File: src/rtl/exc_state_pkg.sv
package exc_state_pkg;

  localparam logic [4:0] IDX_FAULT  = 5'd8;
  localparam logic [4:0] IDX_STATUS = 5'd12;
  localparam logic [4:0] IDX_CAUSE  = 5'd13;
  localparam logic [4:0] IDX_RET    = 5'd14;

  typedef enum logic [4:0] {
    CODE_IRQ     = 5'd0,
    CODE_ADR_LD  = 5'd4,
    CODE_ADR_ST  = 5'd5,
    CODE_BUS_I   = 5'd6,
    CODE_BUS_D   = 5'd7,
    CODE_SYSCALL = 5'd8,
    CODE_BREAK   = 5'd9,
    CODE_ILLEGAL = 5'd10,
    CODE_OVFL    = 5'd12
  } exc_code_e;

  typedef enum logic [1:0] {
    ACT_NONE,
    ACT_ENTER,
    ACT_RETURN,
    ACT_WRITE
  } stat_act_e;

  function automatic logic code_keeps_addr(input logic [4:0] code);
    return (code == CODE_ADR_LD) || (code == CODE_ADR_ST);
  endfunction

endpackage

File: src/rtl/exc_arbiter.sv
module exc_arbiter
  import exc_state_pkg::*;
#(
  parameter int unsigned N_IRQ = 6
) (
  input  logic             sync_req_i,
  input  logic             rfe_i,
  input  logic             wr_en_i,
  input  logic             ie_cur_i,
  input  logic [N_IRQ-1:0] pend_i,
  input  logic [N_IRQ-1:0] mask_i,
  output logic             sync_take_o,
  output logic             irq_take_o,
  output logic [N_IRQ-1:0] serviced_o,
  output stat_act_e        act_o
);

  logic [N_IRQ-1:0] live;

  always_comb begin
    live        = pend_i & mask_i;
    sync_take_o = sync_req_i;
    irq_take_o  = ie_cur_i && (|live) && !sync_req_i && !rfe_i;
    serviced_o  = irq_take_o ? live : '0;
    if (sync_take_o || irq_take_o) begin
      act_o = ACT_ENTER;
    end else if (rfe_i) begin
      act_o = ACT_RETURN;
    end else if (wr_en_i) begin
      act_o = ACT_WRITE;
    end else begin
      act_o = ACT_NONE;
    end
  end

endmodule

File: src/rtl/exc_status_stack.sv
module exc_status_stack
  import exc_state_pkg::*;
#(
  parameter int unsigned XLEN = 32
) (
  input  logic            clk_i,
  input  logic            rst_ni,
  input  stat_act_e       act_i,
  input  logic [XLEN-1:0] wr_data_i,
  output logic [XLEN-1:0] status_o
);

  logic [7:0] mask_q, mask_d;
  logic [5:0] stack_q, stack_d;
  logic       upd_en;

  always_comb begin
    mask_d  = mask_q;
    stack_d = stack_q;
    upd_en  = 1'b0;
    case (act_i)
      ACT_ENTER: begin
        stack_d = {stack_q[3:0], 2'b00};
        upd_en  = 1'b1;
      end
      ACT_RETURN: begin
        stack_d = {stack_q[5:4], stack_q[5:2]};
        upd_en  = 1'b1;
      end
      ACT_WRITE: begin
        mask_d  = wr_data_i[15:8];
        stack_d = wr_data_i[5:0];
        upd_en  = 1'b1;
      end
      default: upd_en = 1'b0;
    endcase
  end

  always_ff @(posedge clk_i or negedge rst_ni) begin
    if (!rst_ni) begin
      mask_q  <= '0;
      stack_q <= '0;
    end else if (upd_en) begin
      mask_q  <= mask_d;
      stack_q <= stack_d;
    end
  end

  always_comb begin
    status_o       = '0;
    status_o[15:8] = mask_q;
    status_o[5:0]  = stack_q;
  end

  AST_ENTRY_KERNEL_OFF: assert property (@(posedge clk_i) disable iff (!rst_ni)
    (act_i == ACT_ENTER) |=> (stack_q[1:0] == 2'b00));
  AST_ENTRY_PUSH: assert property (@(posedge clk_i) disable iff (!rst_ni)
    (act_i == ACT_ENTER) |=> (stack_q[5:2] == $past(stack_q[3:0])) && $stable(mask_q));
  AST_RETURN_POP: assert property (@(posedge clk_i) disable iff (!rst_ni)
    (act_i == ACT_RETURN) |=> (stack_q[3:0] == $past(stack_q[5:2])) && (stack_q[5:4] == $past(stack_q[5:4])));

endmodule

File: src/rtl/exc_cause_reg.sv
module exc_cause_reg #(
  parameter int unsigned XLEN  = 32,
  parameter int unsigned N_IRQ = 6
) (
  input  logic             clk_i,
  input  logic             rst_ni,
  input  logic             enter_i,
  input  logic [4:0]       enter_code_i,
  input  logic [N_IRQ-1:0] hw_irq_i,
  input  logic [N_IRQ-1:0] serviced_i,
  output logic [N_IRQ-1:0] pend_o,
  output logic [XLEN-1:0]  cause_o
);

  localparam int unsigned PEND_LSB = 16 - N_IRQ;

  logic [4:0]       code_q, code_d;
  logic [N_IRQ-1:0] pend_q, pend_d;

  always_comb begin
    pend_d = (pend_q & ~serviced_i) | hw_irq_i;
    code_d = enter_i ? enter_code_i : code_q;
  end

  always_ff @(posedge clk_i or negedge rst_ni) begin
    if (!rst_ni) begin
      pend_q <= '0;
    end else begin
      pend_q <= pend_d;
    end
  end

  always_ff @(posedge clk_i or negedge rst_ni) begin
    if (!rst_ni) begin
      code_q <= '0;
    end else if (enter_i) begin
      code_q <= code_d;
    end
  end

  always_comb begin
    cause_o                         = '0;
    cause_o[6:2]                    = code_q;
    cause_o[PEND_LSB +: N_IRQ]      = pend_q;
  end

  assign pend_o = pend_q;

  AST_PEND_CAPTURE: assert property (@(posedge clk_i) disable iff (!rst_ni)
    (|hw_irq_i) |=> ((pend_q & $past(hw_irq_i)) == $past(hw_irq_i)));
  AST_PEND_STICKY: assert property (@(posedge clk_i) disable iff (!rst_ni)
    (serviced_i == '0) |=> ((pend_q & $past(pend_q)) == $past(pend_q)));

endmodule

File: src/rtl/exc_state_unit.sv
module exc_state_unit
  import exc_state_pkg::*;
#(
  parameter int unsigned     XLEN         = 32,
  parameter int unsigned     N_IRQ        = 6,
  parameter logic [XLEN-1:0] HANDLER_ADDR = 32'h8000_0180,
  parameter int unsigned     INSN_BYTES   = 4
) (
  input  logic             clk_i,
  input  logic             rst_ni,
  input  logic             exc_req_i,
  input  logic [4:0]       exc_code_i,
  input  logic [XLEN-1:0]  exc_pc_i,
  input  logic [XLEN-1:0]  fault_addr_i,
  input  logic [N_IRQ-1:0] hw_irq_i,
  input  logic             rfe_i,
  input  logic             stat_wr_en_i,
  input  logic [XLEN-1:0]  stat_wr_data_i,
  input  logic [4:0]       rd_idx_i,
  output logic [XLEN-1:0]  rd_data_o,
  output logic             exc_taken_o,
  output logic             exc_is_irq_o,
  output logic [XLEN-1:0]  handler_pc_o
);

  localparam int unsigned PEND_LSB = 16 - N_IRQ;
  localparam logic [XLEN-1:0] PC_STEP = XLEN'(INSN_BYTES);

  // reset: asserted asynchronously, released on a clock edge
  logic [1:0] rst_sync_q;
  logic       rst_n;

  always_ff @(posedge clk_i or negedge rst_ni) begin
    if (!rst_ni) begin
      rst_sync_q <= 2'b00;
    end else begin
      rst_sync_q <= {rst_sync_q[0], 1'b1};
    end
  end
  assign rst_n = rst_sync_q[1];

  logic [XLEN-1:0]  status_w;
  logic [XLEN-1:0]  cause_w;
  logic [N_IRQ-1:0] pend_w;
  logic [N_IRQ-1:0] serviced_w;
  logic             sync_take;
  logic             irq_take;
  logic             enter;
  logic [4:0]       enter_code;
  stat_act_e        act;

  exc_arbiter #(.N_IRQ(N_IRQ)) arb_i (
    .sync_req_i  (exc_req_i),
    .rfe_i       (rfe_i),
    .wr_en_i     (stat_wr_en_i),
    .ie_cur_i    (status_w[0]),
    .pend_i      (pend_w),
    .mask_i      (status_w[PEND_LSB +: N_IRQ]),
    .sync_take_o (sync_take),
    .irq_take_o  (irq_take),
    .serviced_o  (serviced_w),
    .act_o       (act)
  );

  exc_status_stack #(.XLEN(XLEN)) stat_i (
    .clk_i     (clk_i),
    .rst_ni    (rst_n),
    .act_i     (act),
    .wr_data_i (stat_wr_data_i),
    .status_o  (status_w)
  );

  assign enter      = sync_take || irq_take;
  assign enter_code = sync_take ? exc_code_i : CODE_IRQ;

  exc_cause_reg #(.XLEN(XLEN), .N_IRQ(N_IRQ)) cause_i (
    .clk_i        (clk_i),
    .rst_ni       (rst_n),
    .enter_i      (enter),
    .enter_code_i (enter_code),
    .hw_irq_i     (hw_irq_i),
    .serviced_i   (serviced_w),
    .pend_o       (pend_w),
    .cause_o      (cause_w)
  );

  // return address and faulting address
  logic [XLEN-1:0] ret_q, ret_d;
  logic [XLEN-1:0] fault_q, fault_d;
  logic            fault_en;

  always_comb begin
    ret_d    = exc_pc_i - PC_STEP;
    fault_en = sync_take && code_keeps_addr(exc_code_i);
    fault_d  = fault_addr_i;
  end

  always_ff @(posedge clk_i or negedge rst_n) begin
    if (!rst_n) begin
      ret_q <= '0;
    end else if (enter) begin
      ret_q <= ret_d;
    end
  end

  always_ff @(posedge clk_i or negedge rst_n) begin
    if (!rst_n) begin
      fault_q <= '0;
    end else if (fault_en) begin
      fault_q <= fault_d;
    end
  end

  always_comb begin
    case (rd_idx_i)
      IDX_FAULT:  rd_data_o = fault_q;
      IDX_STATUS: rd_data_o = status_w;
      IDX_CAUSE:  rd_data_o = cause_w;
      IDX_RET:    rd_data_o = ret_q;
      default:    rd_data_o = '0;
    endcase
  end

  assign exc_taken_o  = enter;
  assign exc_is_irq_o = irq_take;
  assign handler_pc_o = enter ? HANDLER_ADDR : '0;

  AST_RET_LOAD: assert property (@(posedge clk_i) disable iff (!rst_n)
    exc_taken_o |=> (ret_q == $past(exc_pc_i) - PC_STEP));
  AST_FAULT_HOLD: assert property (@(posedge clk_i) disable iff (!rst_n)
    !(exc_taken_o && !exc_is_irq_o && code_keeps_addr(exc_code_i)) |=> $stable(fault_q));
  AST_IRQ_NEEDS_ENABLE: assert property (@(posedge clk_i) disable iff (!rst_n)
    exc_is_irq_o |-> (status_w[0] && (|(cause_w[PEND_LSB +: N_IRQ] & status_w[PEND_LSB +: N_IRQ]))));
  AST_SYNC_BEATS_IRQ: assert property (@(posedge clk_i) disable iff (!rst_n)
    exc_req_i |-> (exc_taken_o && !exc_is_irq_o));

endmodule

File: config.mk
export PLATFORM = sky130hd
export DESIGN_NAME = exc_state_unit
export DESIGN_NICKNAME = d
export VERILOG_FILES = /design/src/rtl/exc_state_pkg.sv /design/src/rtl/exc_arbiter.sv /design/src/rtl/exc_status_stack.sv /design/src/rtl/exc_cause_reg.sv /design/src/rtl/exc_state_unit.sv
export SDC_FILE = /design/constraint.sdc
export NUM_CORES = 1
export LEC_CHECK = 0
export ABC_AREA = 1
export BUFFER_PORTS_ARGS = -buffer_cell sky130_fd_sc_hd__buf_4
export CAP_MARGIN = 20
export CELL_PAD_IN_SITES_DETAIL_PLACEMENT = 1
export CELL_PAD_IN_SITES_GLOBAL_PLACEMENT = 2
export CORE_ASPECT_RATIO = 0.9
export CORE_UTILIZATION = 30
export DETAILED_ROUTE_END_ITERATION = 10
export PLACE_DENSITY = 0.88
export SETUP_SLACK_MARGIN = 0.4
export SYNTH_ARGS = -nofsm -noshare
export SYNTH_HDL_FRONTEND = slang
export SYNTH_HIERARCHICAL = 1
export SYNTH_SLANG_ARGS = --single-unit
File: constraint.sdc
create_clock -name clk_i -period 6.2 [get_ports clk_i]
set_input_delay 1.24 -clock clk_i [delete_from_list [all_inputs] [get_ports clk_i]]
set_output_delay 1.24 -clock clk_i [all_outputs]
set_load 0.005 [all_outputs]
* Yosys cells after proc, flatten, opt, wreduce, memory -nomap -nowiden
Index checks and enable logic that the tools add are counted.
Cells by class: equal/unequal tests 9, add/subtract/negate cells 1, reduce and logical (&&, ||, !) cells 15, muxes and demuxes 9, bitwise gates (word level) 5
Operator list (number):
- 32-bit case mux with 4 select lines | 1
- 32-bit 2-to-1 mux | 1
- 32-bit by 3-bit subtractor with 32-bit output, second input constant | 1
- 5-bit by 4-bit equality test with 1-bit output, second input constant | 4
- 6-bit case mux with 3 select lines | 1
- 6-bit bitwise AND | 2
- 5-bit by 3-bit equality test with 1-bit output, second input constant | 2
- 2-bit 2-to-1 mux | 3
- 6-bit 2-to-1 mux | 1
- 6-bit NOT | 1
- 6-bit bitwise OR | 1
- 6-bit OR reduction | 1
- 5-bit 2-to-1 mux | 1
- 2-bit equality test, second input constant | 2
- 1-bit logical AND | 4
- 2-bit AND reduction | 2
- 3-bit AND reduction | 1
- 3-bit nonzero test | 1
- 3-bit OR reduction | 1
- 2-bit by 1-bit equality test with 1-bit output, second input constant | 1
- 1-bit logical NOT | 2
- 1-bit logical OR | 2
- 2-bit nonzero test | 1
- 1-bit 2-to-1 mux | 1
- 1-bit NOT | 1
Word-level totals: word-level logic and storage cells 47, input bits 117, output and inout port bits 66, register bits after elaboration 91

* Longest topological paths before layout
word-level depth 11, mapped depth 13, gate-level depth less buffers 12

* Modules after synthesis
The synthesis kept the hierarchy.
Modules (own cells, without submodules):
- exc_state_unit | instances 1, area an instance 4284.1 µm², sequential area each 1651.6 µm², cells an instance 589
- exc_status_stack | instances 1, area an instance 790.8 µm², sequential area each 350.3 µm², cells an instance 95
- exc_cause_reg | instances 1, area an instance 631.9 µm², sequential area each 275.3 µm², cells an instance 79
- exc_arbiter | instances 1, area an instance 132.6 µm², sequential area each 0.0 µm², cells an instance 30

* Worst setup path after synthesis
OpenSTA, ideal clock, no wires.
path type input to output, start point in exc_req_i, end point out handler_pc_o[31], data required time 4.960 ns, arrival time 2.263 ns, stages on the path 9, setup slack 2.697 ns, buffers on the path 2, path through inv_2 -> nand2_1 -> nor2_2 -> nand2_4 -> inv_1 -> nor2_1 -> inv_1 -> buf_2 -> buf_4
Between the ends: cells in the longest elaborated chain, start to end 5
Ends and longest elaborated chain:
- from (decl) | RTL line exc_state_unit.sv:11 | input logic exc_req_i,
- 1-bit logical NOT | RTL line exc_arbiter.sv:23 | irq_take_o = ie_cur_i && (|live) && !sync_req_i && !rfe_i;
- 1-bit logical AND (2 in series) | RTL line exc_arbiter.sv:23
- net exc_is_irq_o | RTL line exc_state_unit.sv:22 | output logic exc_is_irq_o,
- 1-bit logical OR | RTL line exc_state_unit.sv:73 | assign enter = sync_take || irq_take;
- net exc_taken_o | RTL line exc_state_unit.sv:21 | output logic exc_taken_o,
- 32-bit 2-to-1 mux | RTL line exc_state_unit.sv:126 | assign handler_pc_o = enter ? HANDLER_ADDR : '0;
- to (decl) | RTL line exc_state_unit.sv:23 | output logic [XLEN-1:0] handler_pc_o
The timed path passes the listed nets, and every way through them passes these cells.

* Final worst setup path
start point in rd_idx_i[0], end point out rd_data_o[27]
Between the ends: cells in the longest elaborated chain, start to end 2, elaborated cells between the ends (all ways) 5, classes of those cells 4 x eq/ne; 1 x mux
Ends and longest elaborated chain:
- from (decl) | RTL line exc_state_unit.sv:19 | input logic [4:0] rd_idx_i,
- 5-bit by 4-bit equality test with 1-bit output | RTL line exc_state_unit.sv:115 | case (rd_idx_i)
- 32-bit case mux with 4 select lines * | RTL line exc_state_unit.sv:115
- to (decl) | RTL line exc_state_unit.sv:20 | output logic [XLEN-1:0] rd_data_o,
Every way passes the cells marked *; elsewhere a longest branch is shown, timed or not.

==> results.cfg <==
[yosys]
synth_ff_type = dfrtp_1
ys_types = 33
postSynthCellCount = 793
netlist_area_sq_um = 5840
yosysWarnings = 6
yosys_register_bits = 91
synth_seq_area_share_pct = 39.0
ys_async_sr_fraction_pct = 100
synth_edf_count = 0
postSynthAreaPerCell_sq_um = 7.36

[worst_setup_path]
rrSetupSlack_ns = 4.03
crit_required_ns = 4.96
crit_path_start_kind = input pin
path_cells = buf_4 > nor2_1 > nand4_1 > inv_1 > buf_4 > nand2_1 > nand4_1 > buf_4
slowest_delay_ns = 0.78
crit_top_cell = buf_4
critical_path.max_fanout = 25
endpoint_kind = output pin
critPathSlowestCell = inv_1
crit_type = in -> out
arrival_ns = 3.02

[clock_tree]
cts_setup_buffers = 0
cts_resized = 0
cts_tree = done
htreeDepth = 3
hold_buffers = 0
cts.sinks = 91
clk_latency_ns = 0.34
ctsRootBufferMaster = clkbuf_16
numCtsBuffers = 9
cts.clk_slew.worst_paths_ns = 0.07
clockBufferDepth = 2

[final_layout]
fin_nets = 1027
final_cell_area_sq_um = 7080
fin_util_pct = 37.1
regArea_sq_um = 2280
final_cell_count_no_fill = 1164
areaGrowthSynthToFinish_pct = 21.3
layout_commonest_cell = nand2_1
diodes = 0
multi_input_area_sq_um = 2900
drive_gt1_share_pct = 19.7
fill_cells = 2425
layout_common_cells = 306 x nand2_1, 143 x buf_4, 90 x dfrtp_1, 70 x nor2_1, 69 x conb_1

[floorplanning]
dieArea_sq_um = 20000
start_util_pct = 30.6
fp.dieW_microns = 149
coreArea_sq_um = 19100
die_y_microns = 134
io_pins = 183
rows = 48

[timing]
worst_slew_pin_slew_ns = 1.06
hold_violations = 0
fmax_ghz = 0.235
slew_viol_final = 0
fin_crit_sh_pct = 68.7
finalSetupTns_ns = 0
relSlewSlack_pct = 29.0
setup_viol = 0
rsz0062_at_grt = false
finalClockSkew_ns = 0.00940
layout_min_cycle_time_ns = 4.26

[route]
wl_per_cell_microns = 15.0
first_pass_iters = 6
vias = 5151
drc_errors = 0
dr.first_iter.drc_count = 177
ant_nets = 0
via_per_inst = 4.43
drt_wl_total_microns = 17500

[hold_path]
min_path_type = reg -> async

[grt]
grt_overflow = 0
grt_max_degree = 55
grt_pass1_wl_microns = 28000
antenna_found_initial = 0
track_usage_pct = 18.1
grt_pass1_vias = 5405

[placement]
post_dp_cell_area_sq_um = 6750
dp_hpwl_microns = 13400
gp_congestion = 0.831
io_buffers = 135
place_inst = 1148

[run]
cap_violations = 0

[power]
power.density_nw_per_um2 = 231
power.leakage_nw = 3.52
peakVddDrop_v = 0.000125

[outcome]
status = complete, no violations
[power breakdown]
part / leakage, nW / switching (W) / internal [W] / total, W
clock network: 0.161 / 0.000233 / 0.000396 / 0.000628
registers: 1.09 / 0.0000586 / 0.000686 / 0.000744
logic: 2.27 / 0.000140 / 0.000120 / 0.000260
total: 3.52 / 0.000431 / 0.00120 / 0.00163
[routing by layer]
| layer | global-route usage (%) | part of all wire, % |
|---|---|---|
| met1 | 23.8 | 47 |
| met2 | 31.0 | 49 |
| met3 | 3.50 | 3.9 |
| met4 | 3.06 | 0.63 |
| met5 | 0 | 0 |
[kinds of logic after synthesis]
family                     after synthesis  synth area share, %
xor gates and xnor gates                 9                 1.35
adders and majority gates                1                0.214
and+or+nand+nor                        470                 33.9
AOI/OAI and AO/OA                       34                 3.17
buffers and inverters                  152                 15.9
other                                    4                0.257
muxes                                   32                 6.17
DFF                                     91                 39.0
[worst paths after layout]
path                                        startpoint                            end  cells past startpoint
max                                        rd_idx_i[0]                  rd_data_o[27]                      8
min                            rst_sync_q[1]$_DFF_PN0_  stat_i/stack_q[2]$_DFFE_PN0P_                      0
max reg2reg                cause_i/pend_o[5]$_DFF_PN0_   stat_i/mask_q[6]$_DFFE_PN0P_                      9
min reg2reg                    rst_sync_q[1]$_DFF_PN0_  stat_i/stack_q[2]$_DFFE_PN0P_                      0
max in group asynchronous      rst_sync_q[1]$_DFF_PN0_          ret_q[19]$_DFFE_PN0P_                      1
min in group clk_i             rst_sync_q[0]$_DFF_PN0_        rst_sync_q[1]$_DFF_PN0_                      0
[state kept, by name, indices dropped and copies added (netlist names)]
name / flops
fault_q: 32
ret_q: 32
stat_i/stack_q: 6
rst_sync_q: 2
cause_i/code_q: 5
stat_i/mask_q: 8
cause_i/pend_o: 6
[worst max-delay path, delay by kind of cell]
kind	cells	cell delay, ns
buf+inv	4	1.34
simple gates	4	0.43
[synth_stat cells (7+ instances only)]
library cell,n,area share (%)
o21ai_0,15,1.3
buf_4,79,10
nor2_1,71,4.6
dfrtp_1,91,39
a21oi_1,7,0.60
nand2_1,306,20
inv_1,45,2.9
nand3_1,36,3.1
clkbuf_1,7,0.45
xor2_1,8,1.2
buf_2,10,0.86
mux2_1,30,5.8
nand4_1,39,4.2
[per-stage QoR]
stage	power (W)	hold WS, ns	worst slack [ns]
5_1_grt	0.00172	0.358	1.81
3_5_place_dp	0.00102	0.323	1.91
3_3_place_gp	0.00101	0.324	1.97
4_1_cts	0.00166	0.333	1.90
6_report	0.00163	0.306	1.94
2_1_floorplan	0.000923	0.331	2.70
[final cells by class]
type	instances	area share [%]
multi-input cells	615	40.9
flip-flops and latches	91	32.2
repair buffers	143	15.2
well taps	250	4.42
clock buffers	12	3.34
inverters	49	2.60
clock inverters	4	1.40
Note: power is estimated with default switching activity, not from simulation.
